===== src/rtl/codec_pwr_seq.sv =====
`timescale 1ns/1ps
module codec_pwr_seq #(
  parameter int INIT_SAMPLES = 1059,
  localparam int CNT_W = $clog2(INIT_SAMPLES + 1)
) (
  input  logic       clk,
  input  logic       pdn_n,
  input  logic       fs_strobe,
  input  logic       wr_en,
  input  logic [7:0] wr_data,
  output logic [7:0] rd_data,
  output logic       dac_r_en,
  output logic       dac_l_en,
  output logic       adc_r_en,
  output logic       adc_l_en,
  output logic       mic_r_en,
  output logic       mic_l_en,
  output logic       mic_sup_lvl,
  output logic       mic_sup_oe,
  output logic       vref_en,
  output logic       adc_valid
);
  localparam logic [CNT_W-1:0] LOAD = CNT_W'(INIT_SAMPLES);

  logic [7:0]       ctl_q;
  logic [7:0]       ctl_d;
  logic [CNT_W-1:0] cnt_q;
  logic             busy_q;
  logic             valid_q;
  logic             adc_rise;
  logic [1:0]       adc_next;

  assign ctl_d    = {wr_data[7:1], wr_data[0] | (|wr_data[7:1])};
  assign adc_rise = wr_en && ((ctl_d[5] && !ctl_q[5]) || (ctl_d[4] && !ctl_q[4]));
  assign adc_next = wr_en ? ctl_d[5:4] : ctl_q[5:4];

  always_ff @(posedge clk or negedge pdn_n) begin
    if (!pdn_n) begin
      ctl_q   <= '0;
      cnt_q   <= '0;
      busy_q  <= 1'b0;
      valid_q <= 1'b0;
    end else begin
      if (wr_en) ctl_q <= ctl_d;
      if (adc_rise) begin
        cnt_q   <= LOAD;
        busy_q  <= 1'b1;
        valid_q <= 1'b0;
      end else if (adc_next == 2'b00) begin
        cnt_q   <= '0;
        busy_q  <= 1'b0;
        valid_q <= 1'b0;
      end else if (busy_q && fs_strobe) begin
        cnt_q <= cnt_q - 1'b1;
        if (cnt_q == CNT_W'(1)) begin
          busy_q  <= 1'b0;
          valid_q <= 1'b1;
        end
      end
    end
  end

  assign rd_data     = ctl_q;
  assign dac_r_en    = pdn_n & ctl_q[7];
  assign dac_l_en    = pdn_n & ctl_q[6];
  assign adc_r_en    = pdn_n & ctl_q[5];
  assign adc_l_en    = pdn_n & ctl_q[4];
  assign mic_r_en    = pdn_n & ctl_q[3];
  assign mic_l_en    = pdn_n & ctl_q[2];
  assign mic_sup_oe  = pdn_n & ctl_q[1];
  assign mic_sup_lvl = pdn_n & ctl_q[1];
  assign vref_en     = pdn_n & ctl_q[0];
  assign adc_valid   = pdn_n & valid_q;


  ref_interlock_chk: assert property (@(posedge clk) disable iff (!pdn_n)
    (|ctl_q[7:1]) |-> ctl_q[0]);


  adc_off_invalid_chk: assert property (@(posedge clk) disable iff (!pdn_n)
    (ctl_q[5:4] == 2'b00) |-> !valid_q);


  valid_after_strobe_chk: assert property (@(posedge clk) disable iff (!pdn_n)
    $rose(valid_q) |-> ($past(busy_q) && $past(fs_strobe)));


  reload_on_rise_chk: assert property (@(posedge clk) disable iff (!pdn_n)
    adc_rise |=> (busy_q && !valid_q && cnt_q == LOAD));
endmodule


===== config.mk =====
export PLATFORM = sky130hd
export DESIGN_NAME = codec_pwr_seq
export DESIGN_NICKNAME = d
export VERILOG_FILES = /design/src/rtl/codec_pwr_seq.sv
export SDC_FILE = /design/constraint.sdc
export NUM_CORES = 1
export LEC_CHECK = 0
export CAP_MARGIN = 15
export CORE_ASPECT_RATIO = 0.8
export CORE_UTILIZATION = 50
export DETAILED_ROUTE_END_ITERATION = 8
export DONT_BUFFER_PORTS = 1
export SLEW_MARGIN = 20
export SYNTH_ARGS = -nofsm -noshare
export SYNTH_HDL_FRONTEND = slang
export SYNTH_SLANG_ARGS = --single-unit

===== constraint.sdc =====
create_clock -name clk -period 1.46 [get_ports clk]
set_clock_uncertainty 0.05 [all_clocks]
set_input_delay 0.146 -clock clk [delete_from_list [all_inputs] [get_ports clk]]
set_output_delay 0.146 -clock clk [all_outputs]
set_load 0.005 [all_outputs]

==> impl_metrics.json <==
{
  "drv_slew": 0,
  "cts.path.max_buffers": 2,
  "cts_setup_buffers": 0,
  "initial_utilization_pct": 55.3,
  "required_ns": 1.61,
  "syn_area_um2": 1080,
  "grt_overflow": 0,
  "ys_ff_latch": 21,
  "multiInputGateArea_um2": 543,
  "final_common_cell": "dfrtp_1",
  "wirelength_um": 2270,
  "grt_max_degree": 22,
  "startpoint_type": "register",
  "cts_htree_levels": 1,
  "setup_tns_ns": 0,
  "status": "complete, no violations",
  "die_w_um": 53.9,
  "die_h_um": 43.5,
  "reg2reg_depth": 2,
  "tightestPinTransition_ns": 0.476,
  "rr_endpoint": "rd_data[4]$_DFFE_PN0P_",
  "hold_end": "cnt_q[10]$_DFFE_PN0P_",
  "postSynthAreaPerCell_um2": 10.9,
  "ys_types": 30,
  "min_delay_path_depth": 2,
  "p_total_w": 0.00156,
  "hold_viol": 0,
  "gp_congestion": 0.737,
  "syn_inst": 99,
  "fillers": 165,
  "grt_pass1_wl_um": 3330,
  "slowest_delay_ns": 0.55,
  "cap_viol_max_count": 0,
  "finalNetCount": 143,
  "critical_path_class": "register to register",
  "clock.fmax_mhz": 697,
  "syn_nets": 113,
  "diodes": 0,
  "vias_per_cell": 5.23,
  "hold_start": "wr_en",
  "crit_fanout": 6,
  "setup_viol": 0,
  "die_area_um2": 2340,
  "cp-end-kind": "register",
  "cts-root-buf": "clkbuf_4",
  "cts_tree": "yes",
  "track_usage_pct": 20.8,
  "drt_first_pass_iters": 3,
  "hpwl_um": 1370,
  "drive_above_1_share_pct": 20.3,
  "core_area_um2": 1940,
  "yosys_warnings": 0,
  "antenna_found_initial": 0,
  "wl_per_cell_um": 14.9,
  "path_cells": "mux2_2, dlygate4sd3_1",
  "detail-route-antenna-nets": 0,
  "clk_pin_slew_ns": 0.12,
  "path_buf_inv": 1,
  "port_buffers": 0,
  "final_cell_mix": "dfrtp_1, dlygate4sd3_1, nor2_1, and2_1",
  "rows": 14,
  "clock_sinks": 21,
  "rr_startpoint": "rd_data[4]$_DFFE_PN0P_",
  "ioPinCount": 30,
  "cp_slowest_cell": "dlygate4sd3_1",
  "leakagePower_nw": 0.604,
  "powerDensity_nw_per_um2": 1130,
  "synth_sequential_area_ratio_pct": 48.8,
  "r2r_slack_ns": 0.03,
  "cpLargestDelayFamily": "buffers and inverters",
  "drt_iter0_markers": 5,
  "cts_made_buffers": 3,
  "drc": 0,
  "register_area_um2": 527,
  "min_period_ns": 1.43,
  "grt_pass1_vias": 747,
  "syn_to_final_growth_pct": 28.5,
  "peakVddDrop_mv": 0.937,
  "finalCritPeriodShare_pct": 98.2,
  "arrival_ns": 1.59,
  "hold_class": "primary input to register",
  "relSlewSlack_pct": 68.3,
  "rsz0062_at_grt": "no",
  "vias": 795,
  "clk_latency_ns": 0.31
}
[report_power, final]
part           total, W  leakage, nW  internal [W]  switching [W]
combinational  0.000505        0.329      0.000282       0.000223
clock          0.000286       0.0177      0.000102       0.000183
sequential     0.000765        0.258      0.000676      0.0000894
[cell type report]
class	count	share of cell area (%)
multi-input cells	74	39.3
flip-flops and latches	21	38.1
repair buffers	27	17.9
well taps	24	2.17
clock buffers	3	1.63
inverters	2	0.543
clock inverters	1	0.362
[cells by family after synthesis]
family,synth area share [%]
AO/OA/AOI/OAI,7.09
XOR/XNOR,8.14
buffers and inverters,1.86
AND/OR/NAND/NOR,24.4
flip-flops,48.8
adder cells (fa/ha/maj),2.33
multiplexers,7.33
[metrics by stage]
step                      utilization [%]  hold WS (ns)  std cells  setup WS, ns  instance area (um^2)
after global placement               58.9        -0.199        128         0.104                  1150
after global routing                 71.1        0.0373        152       0.00761                  1380
after detailed placement             58.9        -0.199        128        0.0501                  1150
after CTS                            69.1       0.00362        149        0.0271                  1340
after floorplan                         -        -0.200         99         0.122                  1080
final                                71.1        0.0501        152        0.0262                  1380
[cell usage after synthesis (all sizes together)]
cell,n,area share [%]
nor3,4,1.9
nor3b,1,1.2
mux2,7,7.3
inv,2,0.70
nor2,11,3.8
nand2b,1,0.58
nand2,2,0.70
nand4b,2,1.6
o21ai,8,3.7
a21oi,1,0.46
nor4,2,1.7
a21o,1,0.70
o21ba,1,0.93
buf,2,1.2
a31oi,1,0.58
ha,2,2.3
a21boi,1,0.70
and4bb,1,1.5
and2,9,5.2
nand3b,1,0.70
nand3,3,1.4
nor4b,1,0.81
dfrtp,21,49
xnor2,3,2.4
nand4bb,1,1.5
xor2,7,5.7
nor2b,3,1.7
[how the worst max path moves through the flow]
| stage | endpoint | cells past startpoint | from |
|---|---|---|---|
| global placement | cnt_q[10]$_DFFE_PN0P_ | 6 | cnt_q[0]$_DFFE_PN0P_ |
| CTS | rd_data[5]$_DFFE_PN0P_ | 2 | rd_data[5]$_DFFE_PN0P_ |
| detailed placement | cnt_q[10]$_DFFE_PN0P_ | 6 | cnt_q[0]$_DFFE_PN0P_ |
| global route | rd_data[4]$_DFFE_PN0P_ | 2 | rd_data[4]$_DFFE_PN0P_ |
| floorplan | busy_q$_DFFE_PN0P_ | 4 | cnt_q[2]$_DFFE_PN0P_ |
| finish | rd_data[4]$_DFFE_PN0P_ | 2 | rd_data[4]$_DFFE_PN0P_ |
[sequential cells by signal (all words and copies together) (netlist names)]
register and cells:
valid_q 1, rd_data 8, busy_q 1, cnt_q 11
[layer usage]
| layer | share of wire (%) | track usage (%) | up-vias |
|---|---|---|---|
| li1 | - | - | 400 |
| met1 | 49 | 28.0 | 369 |
| met2 | 45 | 30.9 | 24 |
| met3 | 5.3 | 8.07 | 2 |
| met4 | 0.57 | 6.32 | 0 |
| met5 | 0 | 0 | - |
[timing repair]
action                                  in CTS  in global routing
endpoints found under the hold margin       29                 23
endpoints found under the setup margin       0                  6
hold buffers                                17                  4
gates resized for setup                      0                  4
Power figures use the tool's default switching activity.
